===== src/rtl/wpc_pkg.sv =====
package wpc_pkg;
  typedef enum logic [1:0] {
    CK_NONE   = 2'd0,
    CK_SEC_WR = 2'd1,
    CK_HE_WR  = 2'd2,
    CK_READ   = 2'd3
  } cmd_kind_e;
endpackage


===== src/rtl/wpc_cmd_decode.sv =====
module wpc_cmd_decode
  import wpc_pkg::*;
#(
  parameter int BLK_W = 4
) (
  input  logic             clk,
  input  logic             rst_n,
  input  logic [7:0]       addr_hi_byte,
  input  logic [7:0]       cfg_byte,
  input  logic             cmd_full,
  input  logic             stop_pulse,
  input  logic             locked,
  output logic             cfg_hit,
  output cmd_kind_e        kind,
  output logic [BLK_W-1:0] blk_field,
  output logic [BLK_W-1:0] cnt_field,
  output logic             sec_commit,
  output logic             he_commit
);
  logic commit_ok;

  // only bits 4:1 of the first byte carry the block
  assign cfg_hit   = addr_hi_byte[7];
  assign blk_field = addr_hi_byte[BLK_W:1];
  assign cnt_field = cfg_byte[BLK_W-1:0];

  always_comb begin
    if (!cfg_hit)         kind = CK_NONE;
    else if (cfg_byte[6]) kind = CK_READ;
    else if (cfg_byte[7]) kind = CK_SEC_WR;
    else                  kind = CK_HE_WR;
  end

  // commit only on STOP ending a complete command
  assign commit_ok  = stop_pulse && cmd_full && !locked;
  assign sec_commit = commit_ok && (kind == CK_SEC_WR);
  assign he_commit  = commit_ok && (kind == CK_HE_WR);


  commit_excl_chk: assert property (@(posedge clk) disable iff (!rst_n)
    $onehot0({sec_commit, he_commit}));


  commit_stop_chk: assert property (@(posedge clk) disable iff (!rst_n)
    (sec_commit || he_commit) |-> (stop_pulse && cmd_full && cfg_hit));


  commit_unlocked_chk: assert property (@(posedge clk) disable iff (!rst_n)
    sec_commit |-> !locked);
endmodule


===== src/rtl/wpc_store.sv =====
module wpc_store #(
  parameter int BLK_W = 4
) (
  input  logic             clk,
  input  logic             rst_n,
  input  logic             sec_commit,
  input  logic             he_commit,
  input  logic [BLK_W-1:0] blk_field,
  input  logic [BLK_W-1:0] cnt_field,
  output logic [BLK_W-1:0] win_start,
  output logic [BLK_W-1:0] win_count,
  output logic [BLK_W-1:0] he_blk,
  output logic             locked
);
  localparam logic [BLK_W-1:0] TOP_BLK = {BLK_W{1'b1}};

  // factory defaults
  always_ff @(posedge clk or negedge rst_n) begin
    if (!rst_n) begin
      win_start <= TOP_BLK;
      win_count <= '0;
      he_blk    <= TOP_BLK;
      locked    <= 1'b0;
    end else begin
      if (sec_commit) begin
        win_start <= blk_field;
        win_count <= cnt_field;
        locked    <= 1'b1;
      end
      if (he_commit) he_blk <= blk_field;
    end
  end


  lock_sticky_chk: assert property (@(posedge clk) disable iff (!rst_n)
    locked |=> locked);


  frozen_cfg_chk: assert property (@(posedge clk) disable iff (!rst_n)
    locked |=> ($stable(win_start) && $stable(win_count) && $stable(he_blk)));
endmodule


===== src/rtl/wpc_window.sv =====
module wpc_window #(
  parameter int ADDR_W = 13,
  parameter int BLK_W  = 4
) (
  input  logic              clk,
  input  logic              rst_n,
  input  logic [ADDR_W-1:0] qry_addr,
  input  logic [BLK_W-1:0]  win_start,
  input  logic [BLK_W-1:0]  win_count,
  output logic              prot
);
  logic [BLK_W-1:0] qry_blk;

  function automatic logic in_window(input logic [BLK_W-1:0] blk,
                                     input logic [BLK_W-1:0] st,
                                     input logic [BLK_W-1:0] cnt);
    logic [BLK_W:0] lim;
    lim = {1'b0, st} + {1'b0, cnt};
    return (cnt != '0) && (blk >= st) && ({1'b0, blk} < lim);
  endfunction

  // block index from the top address bits
  assign qry_blk = qry_addr[ADDR_W-1 -: BLK_W];
  assign prot    = in_window(qry_blk, win_start, win_count);


  zero_count_chk: assert property (@(posedge clk) disable iff (!rst_n)
    (win_count == '0) |-> !prot);


  below_start_chk: assert property (@(posedge clk) disable iff (!rst_n)
    (qry_blk < win_start) |-> !prot);
endmodule


===== src/rtl/wpc_top.sv =====
module wpc_top
  import wpc_pkg::*;
#(
  parameter int ADDR_W = 13,
  parameter int BLK_W  = 4
) (
  input  logic              clk,
  input  logic              rst_n,
  input  logic [7:0]        addr_hi_byte,
  input  logic [7:0]        cfg_byte,
  input  logic              cmd_full,
  input  logic              stop_pulse,
  input  logic [ADDR_W-1:0] qry_addr,
  output logic              qry_prot,
  output logic              cfg_hit,
  output logic [7:0]        rb_first,
  output logic [7:0]        rb_second,
  output logic              locked
);
  localparam int PAD_W = 8 - BLK_W;

  cmd_kind_e        kind;
  logic [BLK_W-1:0] blk_field, cnt_field;
  logic [BLK_W-1:0] win_start, win_count, he_blk;
  logic             sec_commit, he_commit;

  wpc_cmd_decode #(.BLK_W(BLK_W)) u_dec (
    .clk(clk), .rst_n(rst_n),
    .addr_hi_byte(addr_hi_byte), .cfg_byte(cfg_byte),
    .cmd_full(cmd_full), .stop_pulse(stop_pulse), .locked(locked),
    .cfg_hit(cfg_hit), .kind(kind),
    .blk_field(blk_field), .cnt_field(cnt_field),
    .sec_commit(sec_commit), .he_commit(he_commit)
  );

  wpc_store #(.BLK_W(BLK_W)) u_store (
    .clk(clk), .rst_n(rst_n),
    .sec_commit(sec_commit), .he_commit(he_commit),
    .blk_field(blk_field), .cnt_field(cnt_field),
    .win_start(win_start), .win_count(win_count),
    .he_blk(he_blk), .locked(locked)
  );

  wpc_window #(.ADDR_W(ADDR_W), .BLK_W(BLK_W)) u_win (
    .clk(clk), .rst_n(rst_n),
    .qry_addr(qry_addr), .win_start(win_start), .win_count(win_count),
    .prot(qry_prot)
  );

  // readback with the upper bits forced high
  assign rb_first  = {{PAD_W{1'b1}}, (cfg_byte[7] ? win_start : he_blk)};
  assign rb_second = {{PAD_W{1'b1}}, win_count};


  read_no_commit_chk: assert property (@(posedge clk) disable iff (!rst_n)
    (kind == CK_READ) |-> !(sec_commit || he_commit));
endmodule


===== config.mk =====
export PLATFORM = sky130hd
export DESIGN_NAME = wpc_top
export DESIGN_NICKNAME = d
export VERILOG_FILES = /design/src/rtl/wpc_pkg.sv /design/src/rtl/wpc_cmd_decode.sv /design/src/rtl/wpc_store.sv /design/src/rtl/wpc_window.sv /design/src/rtl/wpc_top.sv
export SDC_FILE = /design/constraint.sdc
export NUM_CORES = 1
export LEC_CHECK = 0
export ABC_AREA = 0
export ABC_CLOCK_PERIOD_IN_PS = 8070
export CORE_ASPECT_RATIO = 1.25
export CORE_MARGIN = 1
export CORE_UTILIZATION = 41
export CTS_CLUSTER_SIZE = 40
export DETAILED_ROUTE_END_ITERATION = 8
export PLACE_DENSITY = 0.85
export SYNTH_ARGS = -nofsm -noshare
export SYNTH_HDL_FRONTEND = slang
export SYNTH_SLANG_ARGS = --single-unit

===== constraint.sdc =====
create_clock -name clk -period 8.07 [get_ports clk]
set_clock_uncertainty 0.2 [all_clocks]
set_input_delay 2.421 -clock clk [delete_from_list [all_inputs] [get_ports clk]]
set_output_delay 2.421 -clock clk [all_outputs]
set_load 0.02 [all_outputs]

==> metrics.txt <==
# TYPE chip_impl_metric gauge
chip_impl_info{name="outcome",value="complete, no violations"} 1
chip_impl_metric{name="final_layout_size_suffix_gt1_share",unit="%"} 28.70
chip_impl_info{name="critPathTopFamily",value="buffers and inverters"} 1
chip_impl_metric{name="die_width",unit="um"} 44.65
chip_impl_metric{name="antenna_violating_nets_post_route",unit=""} 0
chip_impl_metric{name="cts_max_level",unit=""} 1
chip_impl_metric{name="ff_latch_area",unit="um2"} 335.3
chip_impl_metric{name="combPwrFrac",unit="%"} 52.8
chip_impl_metric{name="finalWirelength",unit="um"} 1755
chip_impl_info{name="clock-root-buffer",value="sky130_fd_sc_hd__clkbuf_4"} 1
chip_impl_metric{name="synth-async-reset-ratio",unit="%"} 100.0
chip_impl_metric{name="power_leakage",unit="nW"} 0.5628
chip_impl_info{name="clock_tree_from_tritoncts",value="done"} 1
chip_impl_metric{name="max_freq",unit="GHz"} 0.1402
chip_impl_metric{name="setup.reg_to_reg.worst_slack",unit="ps"} 6630
chip_impl_metric{name="post_synth_xor_area_fraction",unit="%"} 1.879
chip_impl_metric{name="antenna-diode-count",unit=""} 0
chip_impl_metric{name="post-cts-setup-buffers",unit=""} 0
chip_impl_metric{name="multi_input_comb_area",unit="um2"} 529.3
chip_impl_metric{name="power.ir.vdd_worst",unit="mV"} 0.2009
chip_impl_metric{name="drt-pass1-iter-count",unit=""} 3
chip_impl_metric{name="grt_pass1_wl",unit="um"} 2904
chip_impl_metric{name="yosys.area_share.simple",unit="%"} 8.725
chip_impl_info{name="post_synth_main_area_contributors",value="sky130_fd_sc_hd__dfstp_2 (23%), sky130_fd_sc_hd__mux2_2 (19%), sky130_fd_sc_hd__ha_1 (15%)"} 1
chip_impl_metric{name="power.clock.fraction",unit="%"} 12.1
chip_impl_metric{name="synthesized_area_fraction_occupied_by_ao_oa_aoi_and_oai_cells",unit="%"} 6.711
chip_impl_metric{name="grt_usage",unit="%"} 15.97
chip_impl_metric{name="synth.mux.area_fraction",unit="%"} 19.33
chip_impl_metric{name="synthDistinctLibCells",unit=""} 25
chip_impl_metric{name="switching_share",unit="%"} 36.36
chip_impl_metric{name="post_synth.cell_area_avg",unit="um2"} 11.95
chip_impl_metric{name="fin_crit_sh",unit="%"} 88.41
chip_impl_metric{name="design.die.area",unit="um2"} 2469
chip_impl_metric{name="num_vias",unit=""} 681
chip_impl_metric{name="fin_nets",unit=""} 154
chip_impl_metric{name="grt_overflow_total",unit=""} 0
chip_impl_metric{name="gp_routability_congestion",unit=""} 0.7407
chip_impl_metric{name="start_util",unit="%"} 45.48
chip_impl_metric{name="synth_sequential_area_ratio",unit="%"} 35.97
chip_impl_metric{name="cap_viol_max_count",unit=""} 0
chip_impl_metric{name="critical_path_required",unit="ps"} 5450
chip_impl_metric{name="max-clock-path-buffers",unit=""} 2
chip_impl_metric{name="critPathBufInv",unit=""} 2
chip_impl_metric{name="synth.ff_latch_count",unit=""} 13
chip_impl_metric{name="synth_enable_flop_cells",unit=""} 0
chip_impl_metric{name="drt-initial-drc-count",unit=""} 3
chip_impl_metric{name="aggregate_negative_setup_slack",unit="ps"} 0
chip_impl_info{name="timing.critical_path.slowest_stage_cell",value="sky130_fd_sc_hd__clkdlybuf4s50_1"} 1
chip_impl_metric{name="cts_hold_buffers",unit=""} 0
chip_impl_metric{name="vias_per_cell",unit=""} 4.935
chip_impl_metric{name="synth-adder-area-share",unit="%"} 16.91
chip_impl_metric{name="worst-slew-pin-transition",unit="ps"} 546.4
chip_impl_info{name="largest_family_of_logic_cells_by_synthesized_area",value="multiplexers"} 1
chip_impl_metric{name="final_core_utilization",unit="%"} 60.38
chip_impl_metric{name="rows",unit=""} 18
chip_impl_metric{name="final_period_minus_worst_setup_slack",unit="ps"} 7135
chip_impl_metric{name="yosys_warnings",unit=""} 0
chip_impl_metric{name="cp_data_arrival_time",unit="ps"} 4510
chip_impl_info{name="cp_cell_sequence",value="clkdlybuf4s50_1, ha_1, a21o_1, a311oi_1, a2111oi_0, nor3_1, clkdlybuf4s50_1"} 1
chip_impl_metric{name="remaining_drc_errors",unit=""} 0
chip_impl_metric{name="postSynthCellCount",unit=""} 78
chip_impl_metric{name="worstPathMaxFanout",unit=""} 2
chip_impl_metric{name="proportion_of_netlist_area_held_by_the_largest_area_contributor",unit="%"} 22.55
chip_impl_metric{name="slew-limit-headroom",unit="%"} 63.46
chip_impl_metric{name="io-pin-count",unit=""} 52
chip_impl_info{name="worst_setup_path_end_kind",value="primary output"} 1
chip_impl_metric{name="fp.coreArea",unit="um2"} 2049
chip_impl_metric{name="numCtsBuffers",unit=""} 3
chip_impl_metric{name="internal_power",unit="W"} 0.0001994
chip_impl_metric{name="drv_slew",unit=""} 0
chip_impl_info{name="worstSetupPathType",value="input pin to primary output"} 1
chip_impl_metric{name="sequentialPowerShare",unit="%"} 35.1
chip_impl_metric{name="post_cts_resized",unit=""} 0
chip_impl_metric{name="antenna_found_initial",unit=""} 0
chip_impl_info{name="grt_setup_unrepaired",value="no"} 1
chip_impl_info{name="cp_common_cell",value="sky130_fd_sc_hd__clkdlybuf4s50_1"} 1
chip_impl_info{name="worst_hold_path_type",value="register to register"} 1
chip_impl_info{name="synth_ff_type",value="sky130_fd_sc_hd__dfstp_2"} 1
chip_impl_metric{name="power_density",unit="nW/um2"} 253.2
chip_impl_metric{name="fillers",unit=""} 175
chip_impl_metric{name="number_of_global_route_vias_before_repair",unit=""} 667
chip_impl_metric{name="die_height",unit="um"} 55.31
chip_impl_info{name="startpoint_type",value="input pin"} 1
chip_impl_metric{name="net-switching-power",unit="W"} 0.0001139
chip_impl_metric{name="area_growth_from_synthesis_to_final_layout",unit="%"} 32.75
chip_impl_metric{name="grt_max_degree",unit=""} 14
chip_impl_metric{name="hold_viol_final",unit=""} 0
chip_impl_metric{name="dp_hpwl",unit="um"} 1453
chip_impl_metric{name="clock_edge_transition_at_the_registers_on_the_reported_setup_and_hold_paths",unit="ps"} 80
chip_impl_metric{name="io_buffers",unit=""} 29
chip_impl_metric{name="syn-cell-area",unit="um2"} 932.1
chip_impl_metric{name="report.final.setup_viol",unit=""} 0
chip_impl_info{name="synth_top_area_cell",value="sky130_fd_sc_hd__dfstp_2"} 1
chip_impl_metric{name="worst_skew_pair.late_latency",unit="ps"} 270
chip_impl_metric{name="cts_sinks",unit=""} 13
chip_impl_metric{name="avgRoutedWirePerCell",unit="um"} 12.72
chip_impl_metric{name="worst_path_largest_cell_delay",unit="ps"} 630
## area by class of cell
cell class / instances / area share (%)
Timing Repair Buffer: 29 / 23.46
Inverter: 5 / 1.517
Tap cell: 30 / 3.033
Multi-Input combinational cell: 57 / 42.77
Sequential cell: 13 / 27.10
Clock buffer: 4 / 2.123
## worst register-to-register path, delay by kind of cell, from the launching register on
| family | cells | cell delay [ps] |
|---|---|---|
| DFF | 1 | 420 |
| and+or+nand+nor | 2 | 390 |
| muxes | 1 | 310 |
## registers in the layout, indices dropped and copies added, names as in the netlist
register	count
u_store.win_count	4
u_store.win_start	4
u_store.he_blk	4
u_store.locked	1
## cell families after synthesis
| group | count (synthesis) |
|---|---|
| AOI/OAI and AO/OA | 9 |
| xor gates and xnor gates | 2 |
| DFF | 13 |
| muxes | 16 |
| and+or+nand+nor | 10 |
| adders and majority gates | 12 |
| other | 1 |
| buffers and inverters | 15 |
## placed cells by master, fill, tap and decap left out, types with 2 or more instances in the layout
cell	Yosys	final
sky130_fd_sc_hd__a21o_1	3	3
sky130_fd_sc_hd__a21oi_1	2	2
sky130_fd_sc_hd__clkbuf_4	0	3
sky130_fd_sc_hd__clkdlybuf4s50_1	0	29
sky130_fd_sc_hd__conb_1	1	8
sky130_fd_sc_hd__dfrtp_1	5	5
sky130_fd_sc_hd__dfstp_2	8	8
sky130_fd_sc_hd__ha_1	11	11
sky130_fd_sc_hd__inv_1	5	5
sky130_fd_sc_hd__mux2_2	16	16
sky130_fd_sc_hd__nand2b_1	2	2
## through the flow
step	std cells	power, W	cell area (um2)	hold slack (ps)	setup WS (ps)
floorplan	85	0.0002152	958.4	402.4	1768
global placement	134	0.0002703	1211	334.6	941.4
detailed placement	134	0.0002774	1211	336.7	954.2
CTS	138	0.0003163	1237	355.3	929.1
global route	138	0.0003369	1237	372.8	873.2
finish	138	0.0003133	1237	347.2	935.0
## layer usage
layer,routed length [um],GRT usage [%],vias to the layer above
met3,78,2.614,2
met2,989,29.41,24
li1,-,-,320
met4,4,3.896,0
met1,683,18.32,335
met5,0,0,-
## cell usage after synthesis, types with 2 or more instances
library cell and count:
sky130_fd_sc_hd__mux2_2 16, sky130_fd_sc_hd__ha_1 11, sky130_fd_sc_hd__buf_4 10, sky130_fd_sc_hd__dfstp_2 8
sky130_fd_sc_hd__dfrtp_1 5, sky130_fd_sc_hd__inv_1 5, sky130_fd_sc_hd__a21o_1 3, sky130_fd_sc_hd__a21oi_1 2
sky130_fd_sc_hd__nand2b_1 2
## power by group through the flow
stage	Sequential (W)	Clock (W)	Combinational, W
after floorplan	0.000113	0	0.000102
after global placement	0.000110	0	0.000160
after detailed placement	0.000111	0	0.000166
after CTS	0.000111	0.0000385	0.000167
after global routing	0.000114	0.0000427	0.000181
final	0.000110	0.0000379	0.000165
## path summary, 6_finish.rpt
path | start | end | cells past startpoint
max | qry_addr[11] | qry_prot | 7
min | u_store.locked$_DFFE_PN0P_ | u_store.locked$_DFFE_PN0P_ | 1
max reg2reg | u_store.locked$_DFFE_PN0P_ | u_store.win_count[0]$_DFFE_PN0P_ | 3
min reg2reg | u_store.locked$_DFFE_PN0P_ | u_store.locked$_DFFE_PN0P_ | 1
max in group asynchronous | rst_n | u_store.win_start[1]$_DFFE_PN1P_ | 1
min in group asynchronous | rst_n | u_store.locked$_DFFE_PN0P_ | 1
Power figures use the tool's default switching activity.
